[config.mk]
export PLATFORM = sky130hd
export DESIGN_NAME = mbx_seq
export DESIGN_NICKNAME = d
export VERILOG_FILES = /design/src/rtl/mbx_pkg.sv /design/src/rtl/mbx_timer.sv /design/src/rtl/mbx_clamp.sv /design/src/rtl/mbx_seq.sv
export SDC_FILE = /design/constraint.sdc
export NUM_CORES = 1
export LEC_CHECK = 0
export CORE_ASPECT_RATIO = 1.4
export CORE_MARGIN = 5
export CORE_UTILIZATION = 30
export CTS_CLUSTER_DIAMETER = 100
export DETAILED_ROUTE_END_ITERATION = 7
export PLACE_DENSITY = 0.55
export SLEW_MARGIN = 10
export SYNTH_ARGS = -nofsm -noshare
export SYNTH_HDL_FRONTEND = slang
export SYNTH_HIERARCHICAL = 1
export SYNTH_SLANG_ARGS = --single-unit
[constraint.sdc]
create_clock -name clk -period 12.4 [get_ports clk]
set_input_delay 2.48 -clock clk [delete_from_list [all_inputs] [get_ports clk]]
set_output_delay 2.48 -clock clk [all_outputs]
set_load 0.05 [all_outputs]
[src/rtl/mbx_pkg.sv]
package mbx_pkg;

    typedef enum logic [2:0] {
        RES_OK       = 3'd0,
        RES_TOO_BIG  = 3'd1,
        RES_BUSY     = 3'd2,
        RES_FAULT    = 3'd3,
        RES_TIMEOUT  = 3'd4,
        RES_DEV_ERR  = 3'd5,
        RES_SIZE_ERR = 3'd6
    } mbx_res_e;

    typedef enum logic [1:0] {
        SEL_CTRL = 2'd0,
        SEL_CMD  = 2'd1,
        SEL_STAT = 2'd2,
        SEL_DEV  = 2'd3
    } mbx_sel_e;

    typedef enum logic [3:0] {
        ST_IDLE,
        ST_DB1,
        ST_DB1_RE,
        ST_DEV,
        ST_CHK,
        ST_CMD,
        ST_RING,
        ST_DB2,
        ST_DB2_RE,
        ST_STAT,
        ST_RDCMD
    } mbx_state_e;

    // field positions decoded by the device side
    localparam int unsigned DOORBELL_BIT = 0;
    localparam int unsigned LEN_LSB      = 16;
    localparam int unsigned RC_LSB       = 32;
    localparam int unsigned RC_W         = 16;
    localparam int unsigned DS_FATAL     = 0;
    localparam int unsigned DS_HALT      = 1;
    localparam int unsigned DS_MEDIA_LSB = 2;
    localparam int unsigned DS_IF_RDY    = 4;
    localparam int unsigned DS_RST_LSB   = 5;

endpackage

[src/rtl/mbx_timer.sv]
module mbx_timer #(
    parameter int unsigned LIMIT = 1000
) (
    input  logic clk,
    input  logic rst_n,
    input  logic clr,
    output logic expired
);
    localparam int unsigned W = $clog2(LIMIT + 1);

    logic [W-1:0] count_d, count_q;

    always_comb begin
        if (clr) begin
            count_d = '0;
        end else if (count_q >= W'(LIMIT)) begin
            count_d = count_q;
        end else begin
            count_d = count_q + W'(1);
        end
    end

    assign expired = (count_q >= W'(LIMIT));

    always_ff @(posedge clk) begin
        if (!rst_n) count_q <= '0;
        else        count_q <= count_d;
    end
endmodule

[src/rtl/mbx_clamp.sv]
module mbx_clamp #(
    parameter int unsigned W = 21
) (
    input  logic [W-1:0] a,
    input  logic [W-1:0] b,
    input  logic [W-1:0] c,
    output logic [W-1:0] m
);
    logic [W-1:0] ab;

    always_comb begin
        ab = (a < b) ? a : b;
        m  = (ab < c) ? ab : c;
    end
endmodule

[src/rtl/mbx_seq.sv]
module mbx_seq
    import mbx_pkg::*;
#(
    parameter int unsigned TIMEOUT_CYC = 1000,
    parameter int unsigned OPC_W       = 16,
    parameter int unsigned LEN_W       = 21,
    parameter int unsigned DATA_W      = 64
) (
    input  logic              clk,
    input  logic              rst_n,
    input  logic              start,
    input  logic [OPC_W-1:0]  opcode,
    input  logic [LEN_W-1:0]  in_len,
    input  logic [LEN_W-1:0]  out_len,
    input  logic [LEN_W-1:0]  payload_size,
    output logic              bus_req,
    output logic              bus_we,
    output logic [1:0]        bus_sel,
    output logic [DATA_W-1:0] bus_wdata,
    input  logic              bus_ack,
    input  logic [DATA_W-1:0] bus_rdata,
    output logic              done,
    output logic [2:0]        result,
    output logic [LEN_W-1:0]  copy_len
);
    typedef struct packed {
        mbx_state_e       st;
        logic [OPC_W-1:0] opc;
        logic [LEN_W-1:0] in_len;
        logic [LEN_W-1:0] out_len;
        logic [LEN_W-1:0] pay;
        logic [LEN_W-1:0] copy;
        mbx_res_e         res;
        logic             done;
    } seq_s;

    seq_s s_d, s_q;
    logic             tmr_clr;
    logic             tmr_exp;
    logic [LEN_W-1:0] clamp_n;
    logic [LEN_W-1:0] rep_len;
    logic [7:0]       dstat;
    logic             db_set;
    logic [RC_W-1:0]  rc;
    logic [LEN_W-1:0] want_len_q;

    assign rep_len    = bus_rdata[LEN_LSB +: LEN_W];
    assign dstat      = bus_rdata[7:0];
    assign db_set     = bus_rdata[DOORBELL_BIT];
    assign rc         = bus_rdata[RC_LSB +: RC_W];
    assign want_len_q = s_q.out_len;

    mbx_timer #(.LIMIT(TIMEOUT_CYC)) i_timer (
        .clk     (clk),
        .rst_n   (rst_n),
        .clr     (tmr_clr),
        .expired (tmr_exp)
    );

    mbx_clamp #(.W(LEN_W)) i_clamp (
        .a (s_q.out_len),
        .b (s_q.pay),
        .c (rep_len),
        .m (clamp_n)
    );

    // register port driven from the current state only
    always_comb begin
        bus_req   = (s_q.st != ST_IDLE);
        bus_we    = (s_q.st == ST_CMD) || (s_q.st == ST_RING);
        bus_wdata = '0;
        unique case (s_q.st)
            ST_DEV:            bus_sel = SEL_DEV;
            ST_CMD, ST_RDCMD:  bus_sel = SEL_CMD;
            ST_STAT:           bus_sel = SEL_STAT;
            default:           bus_sel = SEL_CTRL;
        endcase
        if (s_q.st == ST_CMD) begin
            bus_wdata[OPC_W-1:0]           = s_q.opc;
            bus_wdata[LEN_LSB +: LEN_W]    = s_q.in_len;
        end else if (s_q.st == ST_RING) begin
            bus_wdata[DOORBELL_BIT]        = 1'b1;
        end
    end

    always_comb begin
        s_d      = s_q;
        s_d.done = 1'b0;
        tmr_clr  = 1'b0;
        unique case (s_q.st)
            ST_IDLE: begin
                if (start) begin
                    s_d.opc     = opcode;
                    s_d.in_len  = in_len;
                    s_d.out_len = out_len;
                    s_d.pay     = payload_size;
                    if (out_len > payload_size) begin
                        s_d.done = 1'b1;
                        s_d.res  = RES_TOO_BIG;
                        s_d.copy = '0;
                    end else begin
                        s_d.st  = ST_DB1;
                        tmr_clr = 1'b1;
                    end
                end
            end
            ST_DB1, ST_DB2: begin
                if (bus_ack) begin
                    if (!db_set) begin
                        s_d.st = (s_q.st == ST_DB1) ? ST_DEV : ST_STAT;
                    end else if (tmr_exp) begin
                        s_d.st = (s_q.st == ST_DB1) ? ST_DB1_RE : ST_DB2_RE;
                    end
                end
            end
            ST_DB1_RE, ST_DB2_RE: begin
                if (bus_ack) begin
                    if (!db_set) begin
                        s_d.st = (s_q.st == ST_DB1_RE) ? ST_DEV : ST_STAT;
                    end else begin
                        s_d.st   = ST_IDLE;
                        s_d.done = 1'b1;
                        s_d.res  = RES_TIMEOUT;
                        s_d.copy = '0;
                    end
                end
            end
            ST_DEV: begin
                if (bus_ack) begin
                    if (!(dstat[DS_IF_RDY] &&
                          (dstat[DS_MEDIA_LSB +: 2] == 2'd1))) begin
                        s_d.st   = ST_IDLE;
                        s_d.done = 1'b1;
                        s_d.res  = RES_BUSY;
                        s_d.copy = '0;
                    end else if (dstat[DS_FATAL] || dstat[DS_HALT] ||
                                 (dstat[DS_RST_LSB +: 3] != 3'd0)) begin
                        s_d.st   = ST_IDLE;
                        s_d.done = 1'b1;
                        s_d.res  = RES_FAULT;
                        s_d.copy = '0;
                    end else begin
                        s_d.st = ST_CHK;
                    end
                end
            end
            ST_CHK: begin
                if (bus_ack) begin
                    if (db_set) begin
                        s_d.st   = ST_IDLE;
                        s_d.done = 1'b1;
                        s_d.res  = RES_BUSY;
                        s_d.copy = '0;
                    end else begin
                        s_d.st = ST_CMD;
                    end
                end
            end
            ST_CMD: begin
                if (bus_ack) s_d.st = ST_RING;
            end
            ST_RING: begin
                if (bus_ack) begin
                    s_d.st  = ST_DB2;
                    tmr_clr = 1'b1;
                end
            end
            ST_STAT: begin
                if (bus_ack) begin
                    if (rc != '0) begin
                        s_d.st   = ST_IDLE;
                        s_d.done = 1'b1;
                        s_d.res  = RES_DEV_ERR;
                        s_d.copy = '0;
                    end else begin
                        s_d.st = ST_RDCMD;
                    end
                end
            end
            ST_RDCMD: begin
                if (bus_ack) begin
                    s_d.st   = ST_IDLE;
                    s_d.done = 1'b1;
                    s_d.copy = clamp_n;
                    s_d.res  = (clamp_n == s_q.out_len) ? RES_OK : RES_SIZE_ERR;
                end
            end
            default: s_d.st = ST_IDLE;
        endcase
    end

    always_ff @(posedge clk) begin
        if (!rst_n) begin
            s_q.st      <= ST_IDLE;
            s_q.opc     <= '0;
            s_q.in_len  <= '0;
            s_q.out_len <= '0;
            s_q.pay     <= '0;
            s_q.copy    <= '0;
            s_q.res     <= RES_OK;
            s_q.done    <= 1'b0;
        end else begin
            s_q <= s_d;
        end
    end

    assign done     = s_q.done;
    assign result   = s_q.res;
    assign copy_len = s_q.copy;
endmodule

==> impl_metrics.env <==
export IMPL_max_freq_mhz=142.7
export IMPL_io_buffers=188
export IMPL_layout_common_cells="nand2_1 (198), clkdlybuf4s50_1 (188), a21oi_1 (127)"
export IMPL_synthMuxAreaShare=0.006123
export IMPL_cts_made_buffers=17
export IMPL_period_needed_ps=7006
export IMPL_clk_latency_ps=420
export IMPL_fillers=2813
export IMPL_ctsResizeCount=0
export IMPL_finalNetCount=1402
export IMPL_synthDistinctLibCells=66
export IMPL_synth_xor_area_frac=0.02556
export IMPL_syn_area_sq_mm=0.008174
export IMPL_synthAdderAreaFrac=0.09643
export IMPL_syn_instance_count=1071
export IMPL_period_share=0.5650
export IMPL_slew_headroom=0.2930
export IMPL_tightest_slew_ps=1060
export IMPL_cellPowerDensity_mw_per_mm2=164.2
export IMPL_multi_input_area_sq_mm=0.004932
export IMPL_synth_edf_count=0
export IMPL_hold_buffers=0
export IMPL_cp_arrival_ps=7270
export IMPL_synth_seq_cells=118
export IMPL_place_hpwl_mm=19.53
export IMPL_syn_area_per_cell_sq_um=7.632
export IMPL_fp_dieW_um=149.5
export IMPL_drc=0
export IMPL_path_cells="clkdlybuf4s50_1 -> inv_1 -> ha_1 -> a211oi_1 -> o21ai_0 -> o2111ai_1 -> nand2_1 -> nor2b_2 -> a41oi_1 -> a22oi_1 -> xor2_1 -> nor3_1 -> nand4_1 -> o21ai_0 -> a31oi_1"
export IMPL_stdcell_count=1571
export IMPL_synthSimpleGateAreaFrac=0.2076
export IMPL_wl_mm=25.87
export IMPL_synth_yosys_seq_area_share=0.2890
export IMPL_cpPeakStageDelay_ps=970
export IMPL_regArea_sq_mm=0.002362
export IMPL_grt_usage=0.1661
export IMPL_drv_cap=0
export IMPL_report_final_slew_viol_count=0
export IMPL_clockBufferDepth=2
export IMPL_drt_pass1_iter_count=5
export IMPL_die_h_um=205.3
export IMPL_vdd_drop_max_v=0.00009145
export IMPL_drt_iter0_markers=432
export IMPL_setup_viol=0
export IMPL_criticalPathCategory="primary input to register"
export IMPL_dpl_cell_count=1538
export IMPL_finClkSkew_ps=11.24
export IMPL_start_util=0.3037
export IMPL_fin_ws_ps=5394
export IMPL_final_hold_viol_count=0
export IMPL_ioPinCount=240
export IMPL_fp_row_count=71
export IMPL_overflow=0
export IMPL_endpoint_kind="register"
export IMPL_grt_antenna_before_repair=8
export IMPL_core_sq_mm=0.02692
export IMPL_required_ps=12670
export IMPL_hp_class="register to register"
export IMPL_cts_root_buf="clkbuf_16"
export IMPL_path_common_cell="o21ai_0"
export IMPL_dp_worst_setup_slack_ps=4978
export IMPL_cts_setup_buffers=0
export IMPL_p_leak_uw=0.004438
export IMPL_synthFlopType="dfxtp_1"
export IMPL_ys_warn_count=6
export IMPL_drive_gt1_frac=0.06556
export IMPL_status="finished, final reports clean"
export IMPL_start_kind="primary input"
export IMPL_setup_tns_final_ps=0
export IMPL_area_delta_synth_final_pct=29.74
export IMPL_synth_top_family_by_area="compound AO/OA/AOI/OAI gates"
export IMPL_dieArea_sq_mm=0.03069
export IMPL_grt_start_max_net_pins=81
export IMPL_vias=7787
export IMPL_cts_tree="built"
export IMPL_wl_per_cell_um=16.46
export IMPL_async_reset_ff_frac=0
export IMPL_mostFrequentLayoutCell="nand2_1"
export IMPL_synth_compound_area_frac=0.2536
export IMPL_crit_fanout=22
export IMPL_gp_congestion=0.8442
export IMPL_ant_nets=0
export IMPL_clk_pin_slew_worst_paths_ps=60
export IMPL_viasPerCell=4.957
export IMPL_grt_setup_unrepaired="false"
export IMPL_worst_path_max_delay_cell="nor2b_2"
export IMPL_first_global_vias=7573
export IMPL_clock_sinks=118
export IMPL_grt_pass1_wl_mm=40.56
export IMPL_cts_max_level=4
cell usage after synthesis (all sizes together), types with 4 or more instances:
master / count / area [sq um]
a211oi: 25 / 192.7
a21o: 24 / 180.2
a21oi: 128 / 644.4
a22oi: 43 / 387.9
a31oi: 5 / 31.28
a41oi: 20 / 175.2
and2: 38 / 237.7
buf: 80 / 570.5
clkbuf: 39 / 146.4
dfxtp: 118 / 2362
ha: 63 / 788.3
inv: 72 / 270.3
mux2i: 5 / 50.05
nand2: 200 / 753.2
nand2b: 9 / 56.30
nand3: 14 / 70.07
nand4: 17 / 131.4
nor2: 43 / 161.4
nor3: 14 / 70.07
nor4: 11 / 90.08
o21a: 7 / 52.55
o21ai: 31 / 166.4
o31ai: 4 / 35.03
xnor2: 4 / 42.55
xor2: 19 / 166.4
kinds of logic after synthesis:
group,Yosys count
buffers and inverters,192
flip-flops,118
AO/OA/AOI/OAI,307
XOR/XNOR,23
AND/OR/NAND/NOR,362
adder cells (fa/ha/maj),63
other,1
multiplexers,5
worst max-delay path: cells and delay by family:
| family | cells | cell delay, ps |
|---|---|---|
| buffers and inverters | 2 | 570 |
| xor gates and xnor gates | 1 | 200 |
| adders and majority gates | 1 | 310 |
| AOI/OAI and AO/OA | 7 | 1690 |
| and+or+nand+nor | 4 | 2010 |
final timing paths:
kind                                    from  slack (ps)                endpoint  depth (start not counted)
hold / removal          s_q[99]$_SDFFE_PN0P_         450    s_q[99]$_SDFFE_PN0P_                          2
hold reg to reg         s_q[99]$_SDFFE_PN0P_         450    s_q[99]$_SDFFE_PN0P_                          2
setup reg to reg  want_len_q[2]$_SDFFE_PN0P_        5640  result[2]$_SDFFE_PN0P_                         20
setup / recovery               bus_rdata[30]        5390  result[2]$_SDFFE_PN0P_                         15
cell type report:
class,instances,area share
multi-input cells,787,0.4651
flip-flops and latches,118,0.2227
repair buffers,195,0.1824
clock buffers,21,0.04436
well taps,365,0.04306
inverters,73,0.02596
clock inverters,11,0.01616
diodes,1,0.0002360
state kept, by name, summed over array words and instances, names as in the netlist:
register and count:
copy_len 21, done 1, i_timer/count_q 10, result 3, s_q 62, want_len_q 21
through the flow:
stage / utilization / area (sq um) / hold WS (ps) / total power (uW)
2_1_floorplan: - / 8272 / 431.7 / 1025
3_3_place_gp: 0.3701 / 9961 / 436.5 / 1209
3_5_place_dp: 0.3701 / 9961 / 441.8 / 1212
4_1_cts: 0.3939 / 10600 / 450.0 / 1761
5_1_grt: 0.3940 / 10610 / 466.1 / 1861
6_report: 0.3940 / 10610 / 446.3 / 1741
metal layers:
layer,up-vias,track usage,part of all wire,routed length (um)
met5,-,0,0.0040,103
met4,14,0.04220,0.015,390
met3,37,0.05772,0.078,2027
met1,3596,0.1843,0.38,9951
met2,229,0.3015,0.52,13390
li1,3911,-,-,-
power by group:
part / internal (uW) / switching, uW
logic: 258 / 468
registers: 426 / 49.2
clock network: 353 / 187
total: 1040 / 704
Note: power is estimated with default switching activity, not from simulation.
